==> src/rtl/lcdw_pkg.sv <==
package lcdw_pkg;

    typedef enum logic [2:0] {
        ST_POWERUP,
        ST_IDLE,
        ST_SETUP,
        ST_PULSE,
        ST_HOLD,
        ST_DELAY
    } lcdw_state_e;

    // Post-write delay selector values
    localparam logic [1:0] DLY_4US   = 2'b00;
    localparam logic [1:0] DLY_100US = 2'b01;
    localparam logic [1:0] DLY_4MS   = 2'b10;
    localparam logic [1:0] DLY_20MS  = 2'b11;

    // Convert a duration in ns to clock cycles, rounding up, minimum one.
    function automatic longint ns_to_cyc(input longint ns, input longint khz);
        longint c;
        c = (ns * khz + 64'd999999) / 64'd1000000;
        return (c < 1) ? 64'd1 : c;
    endfunction

endpackage

==> src/rtl/lcdw_timer.sv <==
module lcdw_timer #(
    parameter int unsigned        CNT_W   = 16,
    parameter logic [CNT_W-1:0]   RST_VAL = '0
) (
    input  logic             clk,
    input  logic             rst_n,
    input  logic             load,
    input  logic [CNT_W-1:0] load_val,
    output logic             zero
);
    logic [CNT_W-1:0] cnt;

    always_ff @(posedge clk or negedge rst_n) begin
        if (!rst_n) begin
            cnt <= RST_VAL;
        end else if (load) begin
            cnt <= load_val;
        end else if (cnt != '0) begin
            cnt <= cnt - 1'b1;
        end
    end

    assign zero = (cnt == '0);

endmodule

==> src/rtl/lcdw_delay_sel.sv <==
module lcdw_delay_sel #(
    parameter int unsigned      CNT_W = 16,
    parameter logic [CNT_W-1:0] LD0   = '0,
    parameter logic [CNT_W-1:0] LD1   = '0,
    parameter logic [CNT_W-1:0] LD2   = '0,
    parameter logic [CNT_W-1:0] LD3   = '0
) (
    input  logic [1:0]       code,
    output logic [CNT_W-1:0] load_val
);
    import lcdw_pkg::*;

    always_comb begin
        unique case (code)
            DLY_4US:   load_val = LD0;
            DLY_100US: load_val = LD1;
            DLY_4MS:   load_val = LD2;
            default:   load_val = LD3;
        endcase
    end

endmodule

==> src/rtl/lcdw_fsm.sv <==
module lcdw_fsm #(
    parameter int unsigned      CNT_W    = 16,
    parameter logic [CNT_W-1:0] LD_SETUP = '0,
    parameter logic [CNT_W-1:0] LD_PULSE = '0,
    parameter logic [CNT_W-1:0] LD_HOLD  = '0
) (
    input  logic             clk,
    input  logic             rst_n,
    input  logic [7:0]       cmd_word,
    input  logic             cmd_is_data,
    input  logic             cmd_exec,
    input  logic [1:0]       cmd_delay,
    input  logic             tmr_zero,
    input  logic [CNT_W-1:0] dly_load,
    output logic             tmr_load,
    output logic [CNT_W-1:0] tmr_val,
    output logic [1:0]       dly_code_q,
    output logic             ready_o,
    output logic             init_o,
    output logic             e_o,
    output logic             rs_o,
    output logic [7:0]       data_o
);
    import lcdw_pkg::*;

    lcdw_state_e st, nxt;

    // state register
    always_ff @(posedge clk or negedge rst_n) begin
        if (!rst_n) st <= ST_POWERUP;
        else        st <= nxt;
    end

    // next state and timer loads
    always_comb begin
        nxt      = st;
        tmr_load = 1'b0;
        tmr_val  = '0;
        unique case (st)
            ST_POWERUP: if (tmr_zero) nxt = ST_IDLE;
            ST_IDLE: if (cmd_exec) begin
                nxt      = ST_SETUP;
                tmr_load = 1'b1;
                tmr_val  = LD_SETUP;
            end
            ST_SETUP: if (tmr_zero) begin
                nxt      = ST_PULSE;
                tmr_load = 1'b1;
                tmr_val  = LD_PULSE;
            end
            ST_PULSE: if (tmr_zero) begin
                nxt      = ST_HOLD;
                tmr_load = 1'b1;
                tmr_val  = LD_HOLD;
            end
            ST_HOLD: if (tmr_zero) begin
                nxt      = ST_DELAY;
                tmr_load = 1'b1;
                tmr_val  = dly_load;
            end
            ST_DELAY: if (tmr_zero) nxt = ST_IDLE;
            default: nxt = ST_POWERUP;
        endcase
    end

    // registered outputs, decoded from the next state
    always_ff @(posedge clk or negedge rst_n) begin
        if (!rst_n) begin
            ready_o    <= 1'b0;
            init_o     <= 1'b0;
            e_o        <= 1'b0;
            rs_o       <= 1'b0;
            data_o     <= '0;
            dly_code_q <= '0;
        end else begin
            ready_o <= (nxt == ST_IDLE);
            e_o     <= (nxt == ST_PULSE);
            if (st == ST_POWERUP && nxt == ST_IDLE) init_o <= 1'b1;
            if (st == ST_IDLE && cmd_exec) begin
                rs_o       <= cmd_is_data;
                data_o     <= cmd_word;
                dly_code_q <= cmd_delay;
            end
        end
    end

    // an accepted strobe drops ready at once
    a_r3_ready_drops: assert property (@(posedge clk) disable iff (!rst_n)
        (ready_o && cmd_exec) |=> !ready_o);

    // bus is untouched across any edge where the engine is busy
    a_r7_busy_bus_stable: assert property (@(posedge clk) disable iff (!rst_n)
        !ready_o |=> ($stable(data_o) && $stable(rs_o)));

    // bus steady while enable is high
    a_r9_stable_under_e: assert property (@(posedge clk) disable iff (!rst_n)
        e_o |-> ($stable(data_o) && $stable(rs_o)));

    // initialised is sticky and rises with ready
    a_r2_init_sticky: assert property (@(posedge clk) disable iff (!rst_n)
        init_o |=> init_o);
    a_r2_init_with_ready: assert property (@(posedge clk) disable iff (!rst_n)
        $rose(init_o) |-> ready_o);

    // delay not cut short
    a_r6_delay_holds: assert property (@(posedge clk) disable iff (!rst_n)
        (st == ST_DELAY && !tmr_zero) |=> (st == ST_DELAY && !ready_o));

endmodule

==> src/rtl/lcdw_byte_driver.sv <==
module lcdw_byte_driver #(
    parameter int unsigned CLK_KHZ = 50000
) (
    input  logic       clk,
    input  logic       rst_n,
    input  logic [7:0] cmd_word,
    input  logic       cmd_is_data,
    input  logic       cmd_exec,
    input  logic [1:0] cmd_delay,
    output logic       ready,
    output logic       initialised,
    output logic       lcd_rs,
    output logic       lcd_rw,
    output logic       lcd_e,
    output logic [7:0] lcd_data
);
    import lcdw_pkg::*;

    localparam longint KHZ       = longint'(CLK_KHZ);
    localparam longint CYC_SETUP = ns_to_cyc(40, KHZ);
    localparam longint CYC_PULSE = ns_to_cyc(230, KHZ);
    localparam longint CYC_HOLD  = ns_to_cyc(10, KHZ);
    localparam longint CYC_D0    = ns_to_cyc(4000, KHZ);
    localparam longint CYC_D1    = ns_to_cyc(100000, KHZ);
    localparam longint CYC_D2    = ns_to_cyc(4000000, KHZ);
    localparam longint CYC_D3    = ns_to_cyc(20000000, KHZ);
    localparam longint CYC_PWR   = CYC_D3;
    localparam int     CNT_W     = $clog2(CYC_PWR + 1);

    localparam logic [CNT_W-1:0] LD_SETUP = CNT_W'(CYC_SETUP - 1);
    localparam logic [CNT_W-1:0] LD_PULSE = CNT_W'(CYC_PULSE - 1);
    localparam logic [CNT_W-1:0] LD_HOLD  = CNT_W'(CYC_HOLD - 1);
    localparam logic [CNT_W-1:0] LD_D0    = CNT_W'(CYC_D0 - 1);
    localparam logic [CNT_W-1:0] LD_D1    = CNT_W'(CYC_D1 - 1);
    localparam logic [CNT_W-1:0] LD_D2    = CNT_W'(CYC_D2 - 1);
    localparam logic [CNT_W-1:0] LD_D3    = CNT_W'(CYC_D3 - 1);
    localparam logic [CNT_W-1:0] LD_PWR   = CNT_W'(CYC_PWR - 1);

    logic             tmr_load, tmr_zero;
    logic [CNT_W-1:0] tmr_val, dly_load;
    logic [1:0]       dly_code_q;

    lcdw_timer #(.CNT_W(CNT_W), .RST_VAL(LD_PWR)) u_timer (
        .clk      (clk),
        .rst_n    (rst_n),
        .load     (tmr_load),
        .load_val (tmr_val),
        .zero     (tmr_zero)
    );

    lcdw_delay_sel #(.CNT_W(CNT_W), .LD0(LD_D0), .LD1(LD_D1),
                     .LD2(LD_D2), .LD3(LD_D3)) u_dsel (
        .code     (dly_code_q),
        .load_val (dly_load)
    );

    lcdw_fsm #(.CNT_W(CNT_W), .LD_SETUP(LD_SETUP), .LD_PULSE(LD_PULSE),
               .LD_HOLD(LD_HOLD)) u_fsm (
        .clk         (clk),
        .rst_n       (rst_n),
        .cmd_word    (cmd_word),
        .cmd_is_data (cmd_is_data),
        .cmd_exec    (cmd_exec),
        .cmd_delay   (cmd_delay),
        .tmr_zero    (tmr_zero),
        .dly_load    (dly_load),
        .tmr_load    (tmr_load),
        .tmr_val     (tmr_val),
        .dly_code_q  (dly_code_q),
        .ready_o     (ready),
        .init_o      (initialised),
        .e_o         (lcd_e),
        .rs_o        (lcd_rs),
        .data_o      (lcd_data)
    );

    // write-only engine
    assign lcd_rw = 1'b0;

    // enable pulse never overlaps ready
    a_r5_e_only_busy: assert property (@(posedge clk) disable iff (!rst_n)
        lcd_e |-> !ready);

    // enable is never high in the cycle right after acceptance (setup)
    a_r5_setup_gap: assert property (@(posedge clk) disable iff (!rst_n)
        (ready && cmd_exec) |=> !lcd_e);

endmodule

==> config.mk <==
export PLATFORM = sky130hd
export DESIGN_NAME = lcdw_byte_driver
export DESIGN_NICKNAME = d
export VERILOG_FILES = /design/src/rtl/lcdw_pkg.sv /design/src/rtl/lcdw_timer.sv /design/src/rtl/lcdw_delay_sel.sv /design/src/rtl/lcdw_fsm.sv /design/src/rtl/lcdw_byte_driver.sv
export SDC_FILE = /design/constraint.sdc
export NUM_CORES = 1
export LEC_CHECK = 0
export BUFFER_PORTS_ARGS = -buffer_cell sky130_fd_sc_hd__buf_2
export CAP_MARGIN = 20
export CORE_UTILIZATION = 57
export CTS_CLUSTER_SIZE = 10
export DETAILED_ROUTE_END_ITERATION = 7
export GPL_ROUTABILITY_DRIVEN = 0
export PLACE_DENSITY = 0.79
export SYNTH_ARGS = -nofsm -noshare
export SYNTH_HDL_FRONTEND = slang
export SYNTH_SLANG_ARGS = --single-unit
export TNS_END_PERCENT = 50
==> constraint.sdc <==
create_clock -name clk -period 2.8 [get_ports clk]
set_input_delay 0.7 -clock clk [delete_from_list [all_inputs] [get_ports clk]]
set_output_delay 0.7 -clock clk [all_outputs]
set_load 0.02 [all_outputs]
# Yosys cells after proc, flatten, opt, wreduce, memory -nomap -nowiden
# Cells that the tools add are included.
[totals] out_inout_bits=13 in_bits=14 ff_bits=37 wordCells=43
[classes] muxes=16 reduce_logical=9 add_sub_neg=1 n_eq_ne=9
[op_table] cell="20-bit case mux with 3 select lines" count=2
[op_table] cell="20-bit two-way mux" count=3
[op_table] cell="20-bit logical NOT" count=1
[op_table] cell="20-bit nonzero test" count=1
[op_table] cell="20-bit by 1-bit subtractor with 20-bit output (second input constant)" count=1
[op_table] cell="3-bit two-way mux" count=5
[op_table] cell="3-bit case mux with 5 select lines" count=1
[op_table] cell="3-bit by 2-bit equality test with 1-bit output (second input constant)" count=3
[op_table] cell="3-bit by 1-bit equality test with 1-bit output (second input constant)" count=2
[op_table] cell="3-bit equality test (second input constant)" count=2
[op_table] cell="4-bit two-way mux" count=1
[op_table] cell="3-bit logical NOT" count=1
[op_table] cell="1-bit two-way mux" count=3
[op_table] cell="3-bit OR reduction" count=1
[op_table] cell="2-bit by 1-bit equality test with 1-bit output (second input constant)" count=1
[op_table] cell="2-bit equality test (second input constant)" count=1
[op_table] cell="1-bit logical AND" count=2
[op_table] cell="2-bit logical NOT" count=1
[op_table] cell="1-bit case mux with 2 select lines" count=1
[op_table] cell="2-bit nonzero test" count=1
[op_table] cell="2-bit OR reduction" count=1

# Logic depth before layout (Yosys ltp)
[depth] depth_word=5 ltp_mapped=9 depth_no_buf=8

# Modules after synthesis
# A second synthesis with hierarchy kept.
[unflattened] cells_unflattened=233 area_unflattened_um2=2382.3
[by_module_without_submodules] mod="lcdw_timer" n_inst=1 seq_area_each_um2=515.5 cells_per_inst=123 area_per_inst_um2=1217.4
[by_module_without_submodules] mod="lcdw_fsm" n_inst=1 seq_area_each_um2=425.4 cells_per_inst=83 area_per_inst_um2=950.9
[by_module_without_submodules] mod="lcdw_delay_sel" n_inst=1 seq_area_each_um2=0.0 cells_per_inst=25 area_per_inst_um2=202.7
[by_module_without_submodules] mod="lcdw_byte_driver" n_inst=1 seq_area_each_um2=0.0 cells_per_inst=2 area_per_inst_um2=11.3

# Worst setup path after synthesis
# Ideal clock, no wire load.
[synth_path] path_kind="reg-to-reg" startpoint="register u_timer.cnt[1]" endpoint="register u_timer.cnt[7]" path_stages_with_launch=10 t_arrival_ns=1.998 required_time_ns=2.668 n_path_buf=1 path_slack_ns=0.671 path_cell_list="dfstp_2 -> inv_1 -> ha_1 -> or4b_4 -> nor2_8 -> nand4_4 -> a22o_1 -> buf_6 -> a22oi_2 -> nor2_1"
[synth_between] elab_chain_cells=4 word_cells_on_any_way=10
[synth_lines] element="start: declaration" line_no="lcdw_timer.sv:11" rtl="logic [CNT_W-1:0] cnt;"
[synth_lines] element="start signal: assignment" line_no="lcdw_timer.sv:17" rtl="cnt <= load_val;"
[synth_lines] element="start signal: assignment" line_no="lcdw_timer.sv:19" rtl="cnt <= cnt - 1'b1;"
[synth_lines] element="branches (longest 4 deep; another with 20-bit by 1-bit subtractor with 20-bit output)"
# Parallel ways; which one is timed is not known. The select of a mux whose other input is x is not followed.
# A chain may end at the register's enable or synchronous reset.

# Worst setup path after layout
[layout_path] startpoint="register u_timer.cnt[1]" endpoint="register u_timer.cnt[8]"
# The elaborated chain is that of the path after synthesis.

==> impl_metrics.tcl <==
set metrics [dict create \
    drc_errors 0 \
    top_layer_used "met4" \
    clock-root-buffer "clkbuf_8" \
    critical_path_arrival_ns 2.50 \
    cp_slowest_cell "or4b_4" \
    reg2reg_to "u_timer.cnt[8]$_DFFE_PN0P_" \
    die_w_um 62.8 \
    antenna_found_initial 0 \
    cts-resized-gates 0 \
    synth-seq-cells 37 \
    period_share 0.828 \
    synth_edf_count 0 \
    holdBufCountCts 0 \
    grt_max_degree 38 \
    dieHeight_um 62.8 \
    p_leak_nw 1.09 \
    fmax_mhz 431 \
    maxSlewHeadroom 0.476 \
    final_cell_area_sq_um 2370 \
    cts.clk_slew.worst_paths_ns 0.07 \
    clock_latency_ns 0.29 \
    reg2reg_from "u_timer.cnt[1]$_DFFE_PN1P_" \
    finalWirelength_um 4160 \
    initial_core_util 0.611 \
    first_pass_iters 5 \
    ant_nets 0 \
    startpoint_type "register" \
    drv_slew 0 \
    ios 27 \
    grt_pass1_wl_um 7090 \
    m1WireLength_um 1820 \
    crit_fanout 10 \
    gr-total-overflow 0 \
    rr_worst_depth 8 \
    fin_tns_setup_ns 0 \
    numCtsBuffers 5 \
    layout_setup_ws_ns 0.482 \
    route.met2.wl_um 2020 \
    post-cts-setup-buffer-count 0 \
    drive_above_1_share 0.278 \
    skew_ns 0.00365 \
    synth_cells 216 \
    run_status "finished, final reports clean" \
    cts-htree-levels 2 \
    rsz0062_at_grt "no" \
    grt_usage 0.234 \
    grt_pass1_vias 1604 \
    design.core.area_sq_um 3440 \
    yosysWarnings 0 \
    critPathMaxStageDelay_ns 0.53 \
    hold_path_depth 2 \
    syn-cell-area_sq_um 2100 \
    vias 1677 \
    hold_class "reg -> reg" \
    setup_viol 0 \
    wl_per_cell_um 14.3 \
    ir_drop_mv 0.602 \
    die_area_sq_um 3940 \
    worst-r2r-setup-slack_ns 0.48 \
    cts_tree "yes" \
    drt_iter0_markers 115 \
    nets 265 \
    hold_viol 0 \
    async_reset_ff_frac 1.00 \
    endpoint_kind "register" \
    postPlaceCellArea_sq_um 2270 \
    hpwl_um 3040 \
    hold-path-endpoint "u_fsm.init_o$_DFFE_PN0P_" \
    seq_area_frac_synth 0.447 \
    hp-start "u_fsm.init_o$_DFFE_PN0P_" \
    vias_per_cell 5.76 \
    pre_cts_ws_ns 0.506 \
    area_delta_synth_final_pct 12.8 \
    num_antenna_cells 0 \
    met3RoutedLength_um 230 \
    syn_nets 237 \
    rows 21 \
    clock_sinks 37 \
    p_per_area_nw_per_um2 1090 \
    port_buffers 25 \
    path_class "reg -> reg" \
    cp_cell_sequence "inv_1 > ha_1 > or4b_4 > nor2_8 > nand4_4 > a22o_1 > a22oi_2 > nor2_1" \
    yosysUniqueCellTypes 46 \
    utilization 0.690 \
    period_minus_slack_ns 2.32 \
    maxCapViolations 0 \
    avgSynthCellArea_sq_um 9.74 \
    worst_pin_slew_ns 0.786 \
    synth_flop_cell "dfrtp_1" \
    clockBufferDepth 2 \
    critPathRequiredTime_ns 2.98 \
]
-- report_power, final --
part	total, mW	switching [mW]	internal, mW
combinational	1.15	0.674	0.472
clock	0.407	0.184	0.222
sequential	1.03	0.235	0.796
-- routing by layer --
layer	up-vias	GRT usage
met5	-	0
met2	58	0.376
met3	10	0.0566
met4	0	0.0988
li1	819	-
met1	790	0.302
-- how the worst max path moves through the flow --
stage	startpoint	endpoint	slack [ns]	depth (start not counted)
floorplan	u_timer.cnt[1]$_DFFE_PN1P_	u_timer.cnt[7]$_DFFE_PN0P_	0.67	9
global placement	u_timer.cnt[1]$_DFFE_PN1P_	u_timer.cnt[7]$_DFFE_PN0P_	0.56	8
detailed placement	u_timer.cnt[1]$_DFFE_PN1P_	u_timer.cnt[7]$_DFFE_PN0P_	0.51	8
CTS	u_timer.cnt[1]$_DFFE_PN1P_	u_timer.cnt[8]$_DFFE_PN0P_	0.49	8
global route	u_timer.cnt[1]$_DFFE_PN1P_	u_timer.cnt[7]$_DFFE_PN0P_	0.36	8
finish	u_timer.cnt[1]$_DFFE_PN1P_	u_timer.cnt[8]$_DFFE_PN0P_	0.48	8
-- critical path: cells and delay by family (launching register included) --
| family | cells | cell delay (ns) |
|---|---|---|
| and+or+nand+nor | 4 | 0.91 |
| AOI/OAI and AO/OA | 2 | 0.63 |
| DFF | 1 | 0.38 |
| adders and majority gates | 1 | 0.20 |
| buffers and inverters | 1 | 0.08 |
-- state kept, by name, indices dropped and copies added, names as in the netlist --
name / count
u_timer.cnt: 20
u_fsm.data_o: 8
u_fsm.st: 3
u_fsm.dly_code_q: 2
u_fsm.e_o: 1
u_fsm.init_o: 1
u_fsm.ready_o: 1
u_fsm.rs_o: 1
-- cells in the mapped netlist (2+ instances only) --
cell type	n	area share
dfrtp_1	25	0.30
nor2_1	25	0.045
nand2_1	20	0.036
a21oi_1	18	0.043
dfstp_2	12	0.15
xor2_1	11	0.046
nor3_1	10	0.024
inv_1	9	0.016
mux2_2	8	0.043
ha_1	7	0.042
o21ai_1	7	0.017
o21ai_0	6	0.014
clkbuf_1	5	0.0089
a22oi_2	4	0.024
nand3_1	4	0.0095
nor4_1	4	0.012
or3_1	4	0.012
a211oi_1	2	0.0071
a31oi_1	2	0.0059
and3_1	2	0.0059
mux2_1	2	0.011
nand2b_1	2	0.0059
nand4_1	2	0.0059
o31ai_1	2	0.0071
xnor2_1	2	0.0083
-- cells by family after synthesis --
kind of cell,share of synthesized area
adders and majority gates,0.0416
and+or+nand+nor,0.227
muxes,0.0535
buffers and inverters,0.0339
AOI/OAI and AO/OA,0.142
xor gates and xnor gates,0.0541
DFF,0.447
other,0.00178
-- placed cells by master (no fill, tap or decap), types with 2 or more instances in the layout --
cell      instances
buf_4             3
a211oi_1          2
nand4_1           2
nor3_1           10
and3_1            2
a22oi_2           4
mux2_2            8
nand2b_1          2
xor2_1           11
dfrtp_1          25
nand3_1           4
nor4_1            4
mux2_1            2
o21ai_1           7
or3_1             4
dfstp_2          12
ha_1              7
nand2_1          20
o31ai_1           2
o21ai_0           6
a31oi_1           2
inv_1             9
a21oi_1          18
buf_2            25
clkbuf_8          7
nor2_1           25
xnor2_1           2
-- cell type report --
class / count / area (sq um)
clock buffer: 7 / 96.3
clock inverter: 1 / 5.00
fill: 277 / 1070
inverter: 9 / 33.8
multi-input combinational: 163 / 1090
sequential: 37 / 941
tap: 46 / 57.6
timing repair buffer: 28 / 148
-- stage by stage --
stage	hold slack [ns]	std cells	power [mW]
CTS	0.472	291	2.59
detailed placement	0.456	283	2.18
global placement	0.464	283	2.16
floorplan	0.404	216	1.90
global route	0.513	291	2.77
finish	0.476	291	2.58
Note: power is estimated with default switching activity, not from simulation.
